`src/rtl/spi_irq_pkg.sv`:
```
package spi_irq_pkg;

    localparam int unsigned N_SRC = 5;

    localparam int unsigned SRC_TX_LOW  = 0;
    localparam int unsigned SRC_TX_OVF  = 1;
    localparam int unsigned SRC_RX_HIGH = 2;
    localparam int unsigned SRC_RX_OVF  = 3;
    localparam int unsigned SRC_RX_UNF  = 4;

    localparam int unsigned N_ERR   = 3;
    localparam int unsigned ERR_TXO = 0;
    localparam int unsigned ERR_RXO = 1;
    localparam int unsigned ERR_RXU = 2;

    typedef enum logic [3:0] {
        REG_DATA      = 4'd0,
        REG_TX_THR    = 4'd1,
        REG_RX_THR    = 4'd2,
        REG_MASK      = 4'd3,
        REG_RAW       = 4'd4,
        REG_MSK_STAT  = 4'd5,
        REG_CLR_TXOVF = 4'd6,
        REG_CLR_RXOVF = 4'd7,
        REG_CLR_RXUNF = 4'd8,
        REG_TX_CNT    = 4'd9,
        REG_RX_CNT    = 4'd10
    } reg_addr_e;

endpackage

```
`src/rtl/spi_irq_fifo.sv`:
```
module spi_irq_fifo #(
    parameter int unsigned WIDTH = 32,
    parameter int unsigned DEPTH = 16,
    localparam int unsigned AW    = $clog2(DEPTH),
    localparam int unsigned CNT_W = $clog2(DEPTH + 1)
) (
    input  logic             clk,
    input  logic             rst_n,
    input  logic             push,
    input  logic [WIDTH-1:0] push_data,
    input  logic             pop,
    output logic [WIDTH-1:0] head,
    output logic [CNT_W-1:0] count,
    output logic             full,
    output logic             empty
);

    logic [WIDTH-1:0] mem [DEPTH];
    logic [AW-1:0]    wr_ptr;
    logic [AW-1:0]    rd_ptr;
    logic             do_push;
    logic             do_pop;

    assign full    = (count == CNT_W'(DEPTH));
    assign empty   = (count == '0);
    assign do_push = push && !full;
    assign do_pop  = pop && !empty;
    assign head    = mem[rd_ptr];

    function automatic logic [AW-1:0] ptr_next(input logic [AW-1:0] p);
        return (p == AW'(DEPTH - 1)) ? '0 : p + AW'(1);
    endfunction

    always_ff @(posedge clk) begin
        if (do_push) begin
            mem[wr_ptr] <= push_data;
        end
    end

    always_ff @(posedge clk or negedge rst_n) begin
        if (!rst_n) begin
            wr_ptr <= '0;
            rd_ptr <= '0;
            count  <= '0;
        end else begin
            if (do_push) begin
                wr_ptr <= ptr_next(wr_ptr);
            end
            if (do_pop) begin
                rd_ptr <= ptr_next(rd_ptr);
            end
            unique case ({do_push, do_pop})
                2'b10:   count <= count + CNT_W'(1);
                2'b01:   count <= count - CNT_W'(1);
                default: count <= count;
            endcase
        end
    end

endmodule

```
`src/rtl/spi_irq_sticky.sv`:
```
module spi_irq_sticky (
    input  logic clk,
    input  logic rst_n,
    input  logic set,
    input  logic clr,
    output logic flag
);

    always_ff @(posedge clk or negedge rst_n) begin
        if (!rst_n) begin
            flag <= 1'b0;
        end else begin
            flag <= set | (flag & ~clr);
        end
    end

endmodule

```
`src/rtl/spi_irq_gate.sv`:
```
module spi_irq_gate #(
    parameter int unsigned N = 5
) (
    input  logic [N-1:0] raw,
    input  logic [N-1:0] mask,
    output logic [N-1:0] pins,
    output logic         any
);

    assign pins = raw & mask;
    assign any  = |pins;

endmodule

```
`src/rtl/spi_fifo_irq_unit.sv`:
```
module spi_fifo_irq_unit
    import spi_irq_pkg::*;
#(
    parameter int unsigned DATA_W = 32,
    parameter int unsigned DEPTH  = 16
) (
    input  logic              clk,
    input  logic              rst_n,
    input  logic [3:0]        host_addr,
    input  logic              host_wr,
    input  logic              host_rd,
    input  logic [DATA_W-1:0] host_wdata,
    output logic [DATA_W-1:0] host_rdata,
    input  logic              ser_tx_pop,
    output logic [DATA_W-1:0] ser_tx_data,
    output logic              ser_tx_valid,
    input  logic              ser_rx_push,
    input  logic [DATA_W-1:0] ser_rx_data,
    output logic              irq_tx_low,
    output logic              irq_tx_ovf,
    output logic              irq_rx_high,
    output logic              irq_rx_ovf,
    output logic              irq_rx_unf,
    output logic              irq_any
);

    localparam int unsigned THR_W = $clog2(DEPTH);
    localparam int unsigned CNT_W = $clog2(DEPTH + 1);

    reg_addr_e          addr;
    logic               wr_data;
    logic               rd_data;
    logic [THR_W-1:0]   tx_thr_q;
    logic [THR_W-1:0]   rx_thr_q;
    logic [N_SRC-1:0]   mask_q;

    logic [CNT_W-1:0]   tx_cnt;
    logic [CNT_W-1:0]   rx_cnt;
    logic               tx_full;
    logic               tx_empty;
    logic               rx_full;
    logic               rx_empty;
    logic [DATA_W-1:0]  rx_head;

    logic [N_ERR-1:0]   err_set;
    logic [N_ERR-1:0]   err_clr;
    logic [N_ERR-1:0]   err_flag;

    logic               tx_low;
    logic               rx_high;
    logic [N_SRC-1:0]   raw_vec;
    logic [N_SRC-1:0]   pin_vec;

    assign addr    = reg_addr_e'(host_addr);
    assign wr_data = host_wr && (addr == REG_DATA);
    assign rd_data = host_rd && (addr == REG_DATA);

    // Configuration registers
    always_ff @(posedge clk or negedge rst_n) begin
        if (!rst_n) begin
            tx_thr_q <= '0;
            rx_thr_q <= '0;
            mask_q   <= '1;
        end else if (host_wr) begin
            unique case (addr)
                REG_TX_THR: tx_thr_q <= host_wdata[THR_W-1:0];
                REG_RX_THR: rx_thr_q <= host_wdata[THR_W-1:0];
                REG_MASK:   mask_q   <= host_wdata[N_SRC-1:0];
                default:    ;
            endcase
        end
    end

    // Transmit queue: host fills, serial side drains
    spi_irq_fifo #(.WIDTH(DATA_W), .DEPTH(DEPTH)) u_tx_fifo (
        .clk       (clk),
        .rst_n     (rst_n),
        .push      (wr_data),
        .push_data (host_wdata),
        .pop       (ser_tx_pop),
        .head      (ser_tx_data),
        .count     (tx_cnt),
        .full      (tx_full),
        .empty     (tx_empty)
    );

    // Receive queue: serial side fills, host drains
    spi_irq_fifo #(.WIDTH(DATA_W), .DEPTH(DEPTH)) u_rx_fifo (
        .clk       (clk),
        .rst_n     (rst_n),
        .push      (ser_rx_push),
        .push_data (ser_rx_data),
        .pop       (rd_data),
        .head      (rx_head),
        .count     (rx_cnt),
        .full      (rx_full),
        .empty     (rx_empty)
    );

    assign ser_tx_valid = !tx_empty;

    // Error events and their clear-on-read registers
    assign err_set[ERR_TXO] = wr_data && tx_full;
    assign err_set[ERR_RXO] = ser_rx_push && rx_full;
    assign err_set[ERR_RXU] = rd_data && rx_empty;

    assign err_clr[ERR_TXO] = host_rd && (addr == REG_CLR_TXOVF);
    assign err_clr[ERR_RXO] = host_rd && (addr == REG_CLR_RXOVF);
    assign err_clr[ERR_RXU] = host_rd && (addr == REG_CLR_RXUNF);

    for (genvar g = 0; g < N_ERR; g++) begin : g_err
        spi_irq_sticky u_flag (
            .clk   (clk),
            .rst_n (rst_n),
            .set   (err_set[g]),
            .clr   (err_clr[g]),
            .flag  (err_flag[g])
        );
    end

    // Level sources: low mark inclusive, high mark one above threshold
    assign tx_low  = (tx_cnt <= CNT_W'(tx_thr_q));
    assign rx_high = (rx_cnt >= (CNT_W'(rx_thr_q) + CNT_W'(1)));

    always_comb begin
        raw_vec              = '0;
        raw_vec[SRC_TX_LOW]  = tx_low;
        raw_vec[SRC_TX_OVF]  = err_flag[ERR_TXO];
        raw_vec[SRC_RX_HIGH] = rx_high;
        raw_vec[SRC_RX_OVF]  = err_flag[ERR_RXO];
        raw_vec[SRC_RX_UNF]  = err_flag[ERR_RXU];
    end

    spi_irq_gate #(.N(N_SRC)) u_gate (
        .raw  (raw_vec),
        .mask (mask_q),
        .pins (pin_vec),
        .any  (irq_any)
    );

    assign irq_tx_low  = pin_vec[SRC_TX_LOW];
    assign irq_tx_ovf  = pin_vec[SRC_TX_OVF];
    assign irq_rx_high = pin_vec[SRC_RX_HIGH];
    assign irq_rx_ovf  = pin_vec[SRC_RX_OVF];
    assign irq_rx_unf  = pin_vec[SRC_RX_UNF];

    // Host read path
    always_comb begin
        host_rdata = '0;
        if (host_rd) begin
            unique case (addr)
                REG_DATA:      host_rdata = rx_empty ? '0 : rx_head;
                REG_TX_THR:    host_rdata = DATA_W'(tx_thr_q);
                REG_RX_THR:    host_rdata = DATA_W'(rx_thr_q);
                REG_MASK:      host_rdata = DATA_W'(mask_q);
                REG_RAW:       host_rdata = DATA_W'(raw_vec);
                REG_MSK_STAT:  host_rdata = DATA_W'(pin_vec);
                REG_CLR_TXOVF: host_rdata = DATA_W'(err_flag[ERR_TXO]);
                REG_CLR_RXOVF: host_rdata = DATA_W'(err_flag[ERR_RXO]);
                REG_CLR_RXUNF: host_rdata = DATA_W'(err_flag[ERR_RXU]);
                REG_TX_CNT:    host_rdata = DATA_W'(tx_cnt);
                REG_RX_CNT:    host_rdata = DATA_W'(rx_cnt);
                default:       host_rdata = '0;
            endcase
        end
    end

endmodule

```
`config.mk`:
```
export PLATFORM = sky130hd
export DESIGN_NAME = spi_fifo_irq_unit
export DESIGN_NICKNAME = d
export VERILOG_FILES = /design/src/rtl/spi_irq_pkg.sv /design/src/rtl/spi_irq_fifo.sv /design/src/rtl/spi_irq_sticky.sv /design/src/rtl/spi_irq_gate.sv /design/src/rtl/spi_fifo_irq_unit.sv
export SDC_FILE = /design/constraint.sdc
export NUM_CORES = 1
export LEC_CHECK = 0
export ABC_AREA = 0
export BUFFER_PORTS_ARGS = -buffer_cell sky130_fd_sc_hd__buf_2
export CORE_UTILIZATION = 40
export DETAILED_ROUTE_END_ITERATION = 10
export GPL_ROUTABILITY_DRIVEN = 0
export PLACE_DENSITY = 0.56
export SLEW_MARGIN = 20
export SYNTH_ARGS = -nofsm -noshare
export SYNTH_HDL_FRONTEND = slang
export SYNTH_SLANG_ARGS = --single-unit
```
`constraint.sdc`:
```
create_clock -name clk -period 6.4 [get_ports clk]
set_input_delay 0.64 -clock clk [delete_from_list [all_inputs] [get_ports clk]]
set_output_delay 0.64 -clock clk [all_outputs]
set_load 0.02 [all_outputs]
```
## Word level (Yosys, flattened, before mapping)

Memory sizes are Yosys's and may differ from the RTL's.
Index checks and enable logic that the tools add are counted.

- Magnitude comparators: 2
- Reduce and logical (&&, ||, !) cells: 25
- $add $sub $neg: 9
- Bitwise operators: 10
- Mux-type cells: 13
- Equality and inequality tests: 20

Operator list:

| operator | count |
|---|---|
| 32-bit one-hot mux with 11 select lines | 1 |
| 32-bit 2-to-1 mux | 2 |
| 4-bit == test, second input constant | 7 |
| 5-bit one-hot mux with 2 select lines | 2 |
| 4-bit by 1-bit adder with 4-bit output, second input constant | 4 |
| 4-bit by 3-bit == test with 1-bit output, second input constant | 4 |
| 4-bit 2-to-1 mux | 4 |
| 1-bit logical AND | 12 |
| 5-bit by 1-bit adder with 5-bit output, second input constant | 2 |
| 5-bit == test, second input constant | 2 |
| 5-bit zero test | 2 |
| 5-bit by 1-bit subtractor with 5-bit output, second input constant | 2 |
| 4-bit by 2-bit == test with 1-bit output, second input constant | 2 |
| 2-bit AND reduction | 3 |
| 4-bit by 1-bit adder with 5-bit output, second input constant | 1 |
| 5-bit bitwise AND | 1 |
| 5-bit greater-or-equal comparator | 1 |
| 5-bit by 4-bit <= comparator with 1-bit output | 1 |
| 5-bit OR reduction | 1 |
| 2-bit by 1-bit == test with 1-bit output, second input constant | 2 |
| 2-bit == test, second input constant | 2 |
| 4-bit by 1-bit == test with 1-bit output, second input constant | 1 |
| 1-bit zero test | 4 |
| 4-bit zero test | 1 |
| other kinds (5) | 15 |

- Memory bits (writable): 1024
- Bits of input ports: 74
- Register bits: 42
- Memories kept: 2
- Output and inout bits: 71
- Logic and storage cells: 93

Memories:

| name | depth | bits a word | rd ports | clocked after memory_dff | write ports | line | RTL |
|---|---|---|---|---|---|---|---|
| u_rx_fifo.mem | 16 | 32 | 1 | 0 | 1 | spi_irq_fifo.sv:18 | `logic [WIDTH-1:0] mem [DEPTH];` |
| u_tx_fifo.mem | 16 | 32 | 1 | 0 | 1 | spi_irq_fifo.sv:18 |  |

## Longest topological paths before layout

Gate-level depths: netlist (run 1).

- Depth in word-level cells: 5
- Gate-level depth with buffers: 14
- Mapped depth without buffers: 12

## By module

Synthesis (run 1) repeated with hierarchy kept, for this count alone.

- Cells, all modules: 2162
- Area, all modules: 42429.4 um^2

By module, submodules not included:

| module | cells each | instances | area an instance (um^2) |
|---|---|---|---|
| spi_irq_fifo at u_tx_fifo | 950 | 1 | 20422.1 |
| spi_irq_fifo at u_rx_fifo | 1017 | 1 | 20394.6 |
| spi_fifo_irq_unit | 179 | 1 | 1453.9 |
| spi_irq_sticky | 3 | 3 | 36.3 |
| spi_irq_gate | 7 | 1 | 50.0 |

## Least setup slack after synthesis (run 1)

OpenSTA, ideal clock, no wires.

- Path type: input to register
- Start point: input port host_addr[3]
- End point: memory u_tx_fifo.mem[3][0] (enable)
- Required time: 5.898 ns
- Setup time: 0.502 ns
- Slack: 1.315 ns
- Arrival time: 4.584 ns
- Stages: 6
- Cells stage by stage: clkbuf_1 nor2_1 nand2_1 nor4_4 inv_2 nor4_1

- Word-level cells in the longest chain between the ends: 5

RTL lines:

| element | line | RTL |
|---|---|---|
| start, declared | spi_fifo_irq_unit.sv:9 | `input logic [3:0] host_addr,` |
| 4-bit zero test | spi_fifo_irq_unit.sv:55 | `assign wr_data = host_wr && (addr == REG_DATA);` |
| 1-bit logical AND | spi_fifo_irq_unit.sv:55 |  |
| 1-bit logical AND | spi_irq_fifo.sv:26 | `assign do_push = push && !full;` |
| 1-bit 2-to-1 mux | spi_irq_fifo.sv:35 | `if (do_push) begin` |
| 1-bit 2-to-1 mux (not written as such) | spi_irq_fifo.sv:36 | `mem[wr_ptr] <= push_data;` |
| end, declared | spi_irq_fifo.sv:18 |  |

No other way between the ends.

## Worst setup path after layout (run 1)

- Start point: register u_rx_fifo.rd_ptr[0]
- End point: output port host_rdata[2]

- Word-level cells in the longest chain between the ends: 4

RTL lines:

| element | line | RTL |
|---|---|---|
| start, declared | spi_irq_fifo.sv:20 | `logic [AW-1:0] rd_ptr;` |
| start signal, assigned | spi_irq_fifo.sv:50 | `rd_ptr <= ptr_next(rd_ptr);` |
| memory read 16 x 32 bit | -- |  |
| 32-bit 2-to-1 mux | spi_fifo_irq_unit.sv:152 | `REG_DATA: host_rdata = rx_empty ? '0 : rx_head;` |
| 32-bit one-hot mux with 11 select lines | spi_fifo_irq_unit.sv:151 | `unique case (addr)` |
| 32-bit 2-to-1 mux | spi_fifo_irq_unit.sv:150 | `if (host_rd) begin` |
| end, declared | spi_fifo_irq_unit.sv:13 | `output logic [DATA_W-1:0] host_rdata,` |

No other way between the ends.

==> impl_metrics.csv, run 1 <==
group,metric,value,unit
routing,first_iter_violations,1805,
grt,grt_max_degree,72,
floorplan,design.portCount,145,
placement,port-buffer-count,144,
floorplan,die_y,325.6,um
routing,drt-pass1-iter-count,5,
synthesis,async_flop_share,3.940,%
placement,dp_hpwl,49.36,mm
power,ir_drop,0.0002793,V
power,power.total,19.28,mW
synthesis,synth-seq-cells,1066,
synthesis,netlist_instances,1927,
finish,layout.nets,2237,
clocking,clock-sinks,1066,
sta,min_period_over_period,69.92,%
critical_path,cp.arrival,3830,ps
routing,totalWireLength,93.62,mm
synthesis,yosysSeqAreaShare,75.95,%
floorplan,die_x,325.6,um
sta,fin_crit,4475,ps
flow_run,maxCapViolations,0,
grt,grt_pass1_vias,20720,
power,pwr_density_cell,402.2,nW/um^2
hold_path,hold_class,"in -> reg",
finish,layout_commonest_cell,"edfxtp_1",
sta,finalHoldViolCount,0,
finish,final_area,47950,sq um
power,power_leakage,15.36,nW
critical_path,cp-start-kind,"register",
grt,track_usage,17.83,%
critical_path,end_kind,"output pin",
synthesis,synth-edff-count,1024,
placement,dp_cells,3401,
clocking,cts_root_buf,"clkbuf_16",
synthesis,synth_ff_type,"edfxtp_1",
sta,setup_viol,0,
synthesis,yosysTopAreaCell,"edfxtp_1",
critical_path,worstSetupPathType,"reg -> out",
routing,postRouteAntennaNets,0,
finish,finalNonFillerCells,3598,
sta,fmax,223.5,MHz
finish,drive_gt1_share,30.90,%
floorplan,start_util,40.41,%
clocking,worstSkewPairLatency,680,ps
sta,maxSlewViolCount,0,
clocking,cts_buffers,108,
sta,relSlewSlack,30.98,%
grt,overflow,0,
synthesis,synth_area,41880,sq um
sta,fin_setup_tns,0,ps
floorplan,rows,118,
clocking,post-cts-setup-buffers,0,
synthesis,yosys_warnings,0,
sta,worst_pin_slew,1035,ps
sta,skew,18.46,ps
placement,dpl_cell_area,44490,sq um
sta,rsz0062_at_grt,"no",
clocking,h-tree-depth,3,
finish,syn_to_final_growth,14.49,%
grt,antenna_found_initial,14,
synthesis,ys_types,53,
synthesis,netlist.area_leader.share,73.42,%
routing,vias,19760,
synthesis,synthTopCellsByArea,"edfxtp_1, mux4_2, dfrtp_1",
finish,final_cell_mix,"edfxtp_1, mux4_2, buf_2",
floorplan,core-area,103600,sq um
routing,drc,0,
critical_path,critPathMaxFanout,42,
run_status,status,"complete, no violations",
clocking,cts_tree,"done",
routing,drt-wirelength-per-cell,26.02,um
grt,grt_pass1_wl,138.7,mm
critical_path,cp.required,5760,ps
clocking,clk_path_buf_depth,3,
floorplan,die_area,106000,sq um
routing,drt-vias-per-instance,5.492,
synthesis,syn_nets,2031,
synthesis,avgSynthCellArea,21.73,sq um
clocking,clkSlewWorstSetupHoldPaths,60,ps
==> cells by family (layout without fill, tap and decap cells) <==
| family | after synthesis | in the layout | synth area share (%) |
|---|---|---|---|
| simple gates | 195 | 195 | 2.578 |
| compound gates | 145 | 145 | 2.118 |
| mux | 343 | 343 | 16.72 |
| flops | 1066 | 1066 | 75.95 |
| xor+xnor | 14 | 14 | 0.2928 |
| other cells | 0 | 1 | 0 |
| fa+ha+maj | 30 | 30 | 0.9321 |
| buf+inv | 134 | 424 | 1.416 |
==> what timing repair did <==
item,4_1_cts,5_1_grt
resized for setup,0,0
endpoints found under the setup margin,0,0
hold buffers,0,1
endpoints found under the hold margin,0,36
==> per-layer routing <==
metal / track usage, % / routed length [um]
met4: 4.879 / 2225
met1: 23.82 / 39190
met5: 0 / 72
met3: 3.160 / 4747
met2: 30.12 / 47390
==> path summary, 6_finish.rpt <==
check                                    start                    to  slack (ps)  cells after the start
hold / removal                     ser_rx_push  g_err[1].u_flag.flag         210                      3
hold reg to reg            u_tx_fifo.rd_ptr[3]   u_tx_fifo.rd_ptr[3]         500                      1
min in group asynchronous                rst_n  g_err[2].u_flag.flag         550                      2
setup / recovery           u_rx_fifo.rd_ptr[0]         host_rdata[2]        1930                      6
max in group asynchronous                rst_n   u_tx_fifo.rd_ptr[1]        5430                      2
setup reg to reg            u_rx_fifo.count[3]    u_rx_fifo.count[4]        2730                     12
==> worst max-delay path, stage by stage, from the launching register on <==
cell and delay, ps:
dfrtp_4 990, buf_4 630, mux4_2 570, mux2_2 270, a21oi_1 250, o22ai_1 130
buf_2 240
==> cell usage after synthesis (5+ instances only) <==
cell type  number
a211oi_1       32
a21o_1          6
a21oi_1        57
and2_1         43
and3_1          5
buf_1           8
buf_2          30
buf_6           7
clkbuf_1       59
dfrtp_1        37
dfstp_2         5
edfxtp_1     1024
ha_1           28
inv_1          26
mux2_1         16
mux2_2          5
mux2i_1        39
mux4_2        283
nand2_1        31
nand3_1        17
nor2_1         27
nor2b_1        40
nor3_1          8
nor4_1          7
o21ai_0         8
o21ai_1        17
o22ai_1         6
xnor2_1         9
xor2_1          5
==> through the flow <==
step | hold WS (ps) | utilization [%] | setup slack [ps]
after floorplan | 344.4 | - | 1315
after global placement | 465.8 | 42.92 | 2138
after detailed placement | 483.9 | 42.92 | 2085
after CTS | 112.9 | 46.23 | 1765
after global routing | 181.6 | 46.26 | 1600
final | 212.1 | 46.26 | 1925
==> layout make-up <==
| type | instances | area [sq um] |
|---|---|---|
| diodes | 1 | 2.502 |
| clock inverters | 61 | 608.1 |
| clock buffers | 133 | 2818 |
| well taps | 1380 | 1727 |
| fillers | 8654 | 55700 |
| flip-flops and latches | 1066 | 31830 |
| multi-input cells | 727 | 9656 |
| repair buffers | 200 | 1196 |
| inverters | 30 | 112.6 |
==> registers in the layout (all words and copies together) (netlist names) <==
register           count
u_tx_fifo.wr_ptr       4
u_rx_fifo.wr_ptr       4
rx_thr_q               4
tx_thr_q               4
u_tx_fifo.count        5
mask_q                 5
u_tx_fifo.rd_ptr       4
u_rx_fifo.rd_ptr       4
u_rx_fifo.count        5
g_err.u_flag.flag      3
u_tx_fifo.mem        512
u_rx_fifo.mem        512
==> where the power goes <==
| part | switching (mW) | internal (mW) | leakage (nW) |
|---|---|---|---|
| clock | 2.55 | 3.59 | 1.67 |
| sequential | 0.535 | 8.07 | 9.72 |
| combinational | 2.32 | 2.22 | 3.97 |
| total | 5.40 | 13.9 | 15.4 |
No activity file was read; power rests on OpenSTA's default activity.
==> run 2: changes to the inputs <==
--- a/config.mk
+++ b/config.mk
@@ -10,7 +10,7 @@
 export CORE_UTILIZATION = 40
 export DETAILED_ROUTE_END_ITERATION = 10
 export GPL_ROUTABILITY_DRIVEN = 0
-export PLACE_DENSITY = 0.56
+export PLACE_DENSITY = 0.59
 export SLEW_MARGIN = 20
 export SYNTH_ARGS = -nofsm -noshare
 export SYNTH_HDL_FRONTEND = slang
==> constraint.sdc (replaced) <==
create_clock -name clk -period 3.8 [get_ports clk]
set_input_delay 0.38 -clock clk [delete_from_list [all_inputs] [get_ports clk]]
set_output_delay 0.38 -clock clk [all_outputs]
set_load 0.02 [all_outputs]
==> impl_metrics.csv, run 2 (synthesis results as in run 1) <==
group,metric,value,unit
placement,dp_hpwl,52.92,mm
sta,finalHoldViolCount,0,
grt,overflow,0,
finish,final_util,46.78,%
finish,n_fill_cell,8622,
floorplan,start_util,40.41,%
critical_path,rrSetupSlack,660,ps
sta,skew,20.88,ps
grt,grt_pass1_wl,139.0,mm
clocking,postCtsResizedCells,0,
critical_path,critPathMaxFanout,48,
sta,setup_viol,0,
grt,antenna_found_initial,5,
sta,min_period_over_period,96.35,%
clocking,clk_path_buf_depth,3,
power,power_leakage,15.58,nW
clocking,cts_buffers,108,
grt,track_usage,17.91,%
critical_path,cp_slowest_cell,"dfrtp_4",
routing,postRouteAntennaNets,0,
finish,diodes,0,
finish,reg_top3,"u_rx_fifo.mem: 512 flops, u_tx_fifo.mem: 512 flops",
critical_path,critPathBufInv,2,
routing,totalWireLength,94.05,mm
clocking,cts_root_buf,"clkbuf_16",
sta,maxSlewViolCount,0,
floorplan,design.portCount,145,
sta,relSlewSlack,40.26,%
floorplan,die_y,325.6,um
critical_path,max_stage_delay,910,ps
critical_path,worst_path_most_repeated_cell,"mux4_2",
power,power.total,32.94,mW
sta,fmax,273.1,MHz
critical_path,cp_top_family,"flip-flops",
clocking,worstSkewPairLatency,690,ps
finish,finalNonFillerCells,3622,
clocking,clock-sinks,1066,
clocking,h-tree-depth,3,
finish,final_area,48480,sq um
finish,layout_commonest_cell,"edfxtp_1",
routing,first_iter_violations,1652,
sta,fin_crit,3661,ps
clocking,cts_tree,"done",
power,ir_drop,0.0004930,V
finish,drive_gt1_share,31.49,%
placement,port-buffer-count,144,
routing,drc,0,
critical_path,end_kind,"output pin",
floorplan,core-area,103600,sq um
critical_path,cp.required,3420,ps
power,pwr_density_cell,679.4,nW/um^2
sta,rsz0062_at_grt,"no",
routing,drt-wirelength-per-cell,25.97,um
critical_path,cp-start-kind,"register",
routing,vias,19880,
critical_path,cp.arrival,3280,ps
grt,grt_max_degree,61,
hold_path,hold_class,"in -> reg",
finish,layout.nets,2259,
finish,syn_to_final_growth,15.76,%
critical_path,worstSetupPathType,"reg -> out",
routing,drt-vias-per-instance,5.487,
floorplan,die_area,106000,sq um
critical_path,cp_cell_sequence,"buf_4 -> mux4_2 -> mux4_2 -> and2_1 -> buf_2",
placement,dpl_cell_area,44930,sq um
floorplan,die_x,325.6,um
placement,dp_cells,3422,
finish,final_cell_mix,"edfxtp_1, mux4_2, buf_2",
grt,grt_pass1_vias,21120,
sta,worst_pin_slew,896.1,ps
run_status,status,"complete, no violations",
flow_run,maxCapViolations,0,
floorplan,rows,118,
clocking,clkSlewWorstSetupHoldPaths,60,ps
routing,drt-pass1-iter-count,6,
[run 2: cell types whose count changed in the layout (fill, tap and decap cells not counted), sizes merged]
cell         change
buf             +21
clkbuf           +1
clkinv           -2
clkinvlp         +1
diode            -1
dlygate4sd3      +1
inv              +3
[run 2: worst paths after layout]
path,depth (start not counted),start,end
worst min-delay path,1,ser_rx_data[29],u_rx_fifo.mem[2][29]
worst min register to register,1,tx_thr_q[2],tx_thr_q[2]
worst max-delay path,5,u_rx_fifo.rd_ptr[1],host_rdata[27]
worst max register to register,12,u_rx_fifo.count[1],u_rx_fifo.count[4]
min in group asynchronous,2,rst_n,tx_thr_q[1]
max in group asynchronous,2,rst_n,u_rx_fifo.rd_ptr[1]
[run 2: timing repair]
| item | 4_1_cts | 5_1_grt |
|---|---|---|
| endpoints found under the setup margin | 7 | 0 |
| buffers inserted | 1 | 0 |
| hold buffers | 2 | 0 |
| hold endpoints to repair | 38 | 0 |
[run 2: layout make-up]
| cell class | count | area [sq um] | area share, % |
|---|---|---|---|
| Inverter | 30 | 112.6 | 0.2323 |
| Multi-Input combinational cell | 727 | 9657 | 19.92 |
| Sequential cell | 1066 | 31830 | 65.65 |
| Timing Repair Buffer | 222 | 1659 | 3.422 |
| Tap cell | 1380 | 1727 | 3.562 |
| Clock inverter | 63 | 674.4 | 1.391 |
| Clock buffer | 134 | 2821 | 5.820 |
[run 2: layer usage]
metal  vias up  GRT usage [%]  wire length (um)
met5         -              0                38
met2       554          30.84             48300
met3       146          2.892              4561
li1       8501              -                 -
met1     10670          23.48             38980
met4         6          5.164              2170
[run 2: metrics by stage]
stage / worst slack (ps) / hold WS (ps) / setup TNS (ps)
2_1_floorplan: -1025 / 84.41 / -131230
3_3_place_gp: 550.3 / 530.8 / 0
3_5_place_dp: 612.7 / 522.6 / 0
4_1_cts: 82.95 / 0.4589 / 0
5_1_grt: 11.80 / 32.08 / 0
6_report: 138.7 / 50.14 / 0
[run 2: power by group]
part | total [mW] | internal, mW | leakage [nW] | switching [mW]
Sequential | 14.4 | 13.6 | 9.72 | 0.835
Combinational | 8.01 | 3.93 | 4.16 | 4.08
Clock | 10.5 | 6.09 | 1.70 | 4.40
==> run 3: changes to the inputs <==
--- a/config.mk
+++ b/config.mk
@@ -10,7 +10,6 @@
 export CORE_UTILIZATION = 40
 export DETAILED_ROUTE_END_ITERATION = 10
 export GPL_ROUTABILITY_DRIVEN = 0
-export PLACE_DENSITY = 0.59
 export SLEW_MARGIN = 20
 export SYNTH_ARGS = -nofsm -noshare
 export SYNTH_HDL_FRONTEND = slang
==> impl_metrics.csv, run 3 (synthesis results as in run 1) <==
group,metric,value,unit
routing,drt-vias-per-instance,5.462,
routing,postRouteAntennaNets,0,
critical_path,cp_slowest_cell,"dfrtp_1",
grt,overflow,0,
grt,grt_max_degree,70,
hold_path,hp-start,"host_wdata[25]",
critical_path,cp_cell_sequence,"ha_1 -> xnor2_1 -> ha_1 -> a21o_1 -> a31oi_1 -> o21ai_1 -> a311oi_1 -> buf_4 -> o22ai_1 -> buf_2",
clocking,cts_root_buf,"clkbuf_16",
power,ir_drop,0.0004109,V
placement,dp_hpwl,51.61,mm
floorplan,design.portCount,145,
finish,layout.nets,2255,
critical_path,endpoint,"host_rdata[2]",
placement,port-buffer-count,144,
finish,n_fill_cell,8619,
critical_path,cp-start-kind,"register",
critical_path,worstSetupPathType,"reg -> out",
routing,drc,0,
critical_path,startpoint,"rx_thr_q[1]",
critical_path,end_kind,"output pin",
floorplan,die_y,325.6,um
routing,first_iter_violations,1783,
critical_path,worst_path_most_repeated_cell,"ha_1",
clocking,clk_path_buf_depth,3,
placement,dp_cells,3420,
sta,fin_crit,3619,ps
sta,min_period_over_period,95.24,%
floorplan,die_area,106000,sq um
routing,totalWireLength,93.34,mm
clocking,clock-sinks,1066,
sta,finalHoldViolCount,0,
critical_path,cp.required,3420,ps
power,pwr_density_cell,672.0,nW/um^2
floorplan,start_util,40.41,%
floorplan,core-area,103600,sq um
routing,drt-pass1-iter-count,6,
finish,finalNonFillerCells,3621,
sta,skew,19.57,ps
finish,layout_commonest_cell,"edfxtp_1",
clocking,clkSlewWorstSetupHoldPaths,60,ps
grt,track_usage,17.77,%
critical_path,max_stage_delay,440,ps
critical_path,reg2reg_to,"u_tx_fifo.count[4]",
critical_path,timing.rr.start,"u_tx_fifo.count[1]",
clocking,h-tree-depth,3,
sta,maxSlewViolCount,0,
finish,final_cell_mix,"edfxtp_1, mux4_2, buf_2",
sta,rsz0062_at_grt,"no",
critical_path,ff2ff_path_depth,12,
finish,drive_gt1_share,31.71,%
sta,setup_viol,0,
grt,grt_pass1_vias,20580,
critical_path,cp.arrival,3240,ps
grt,antenna_found_initial,5,
routing,vias,19780,
critical_path,cp_top_family,"compound AO/OA/AOI/OAI gates",
critical_path,rrSetupSlack,780,ps
sta,fmax,276.3,MHz
clocking,cts_buffers,107,
flow_run,maxCapViolations,0,
run_status,status,"complete, no violations",
floorplan,die_x,325.6,um
clocking,worstSkewPairLatency,690,ps
grt,grt_pass1_wl,138.3,mm
power,power_leakage,15.51,nW
floorplan,rows,118,
sta,relSlewSlack,32.94,%
hold_path,hold_class,"in -> reg",
routing,drt-wirelength-per-cell,25.78,um
finish,reg_top3,"u_rx_fifo.mem: 512 flops, u_tx_fifo.mem: 512 flops",
critical_path,critPathMaxFanout,4,
critical_path,cp.depth,10,
power,power.total,32.50,mW
finish,syn_to_final_growth,15.49,%
clocking,cts_tree,"done",
sta,worst_pin_slew,1006,ps
critical_path,critPathBufInv,2,
==> run 3: changes by cell type in the layout (fill, tap and decap cells not counted), moves of 3 or more <==
cell        before  now
clkinvlp_4       3    6
clkinv_2        14   22
bufinv_16       12    9
clkinv_1        25   29
clkbuf_1        25   15
buf_4           50   47
==> run 3: where the power goes <==
group          internal, mW  leakage, nW  total (mW)  switching [mW]
logic                  3.91         4.14        7.95            4.04
registers              13.6         9.72        14.4           0.793
clock network          5.81         1.66        10.2            4.34
total                  23.3         15.5        32.5            9.18
==> run 3: final cells by class <==
class,instances,area (sq um),share of cell area (%)
diodes,2,5.005,0.01035
clock buffers,123,2759,5.704
clock inverters,74,634.4,1.312
inverters,30,112.6,0.2328
multi-input cells,727,9657,19.97
flip-flops and latches,1066,31830,65.81
well taps,1380,1727,3.570
repair buffers,219,1644,3.399
==> run 3: worst min-delay path by stage <==
stage                                 end  slack [ps]  cells after the start
global placement              tx_thr_q[2]         530                      1
detailed placement            tx_thr_q[3]         530                      1
CTS                 u_rx_fifo.mem[10][31]          20                      1
floorplan            g_err[0].u_flag.flag          80                      0
global route        u_tx_fifo.mem[14][25]          40                      1
finish              u_tx_fifo.mem[12][25]          70                      1
==> run 3: worst reg2reg max path, delay by kind of cell (launching register included) <==
family | cells | cell delay, ps
simple gates | 6 | 1350
flops | 1 | 450
fa+ha+maj | 2 | 640
compound gates | 1 | 80
buf+inv | 2 | 290
xor+xnor | 1 | 140
==> run 3: repair_timing <==
action | CTS | global route
gates resized for setup | 0 | 0
endpoints found under the setup margin | 0 | 3
hold buffers | 1 | 0
endpoints found under the hold margin | 37 | 0
buffers inserted | 0 | 1
==> run 3: through the flow <==
stage | hold slack, ps | setup WS (ps) | cell area [sq um] | util, % | TNS [ps]
after floorplan | 84.41 | -1025 | 41880 | - | -131230
after global placement | 531.5 | 569.7 | 44930 | 43.35 | 0
after detailed placement | 526.5 | 582.3 | 44930 | 43.35 | 0
after CTS | 16.99 | 46.19 | 48340 | 46.64 | 0
after global routing | 43.29 | 14.92 | 48360 | 46.66 | 0
final | 67.27 | 181.1 | 48370 | 46.67 | 0
==> run 3: metal layers <==
| layer | up-vias | global-route usage (%) | part of all wire [%] | wire length [um] |
|---|---|---|---|---|
| met4 | 4 | 4.940 | 2.5 | 2372 |
| met5 | - | 0 | 0.019 | 18 |
| met1 | 10570 | 23.64 | 42 | 39010 |
| met3 | 147 | 3.093 | 5.0 | 4648 |
| li1 | 8510 | - | - | - |
| met2 | 546 | 30.13 | 51 | 47290 |
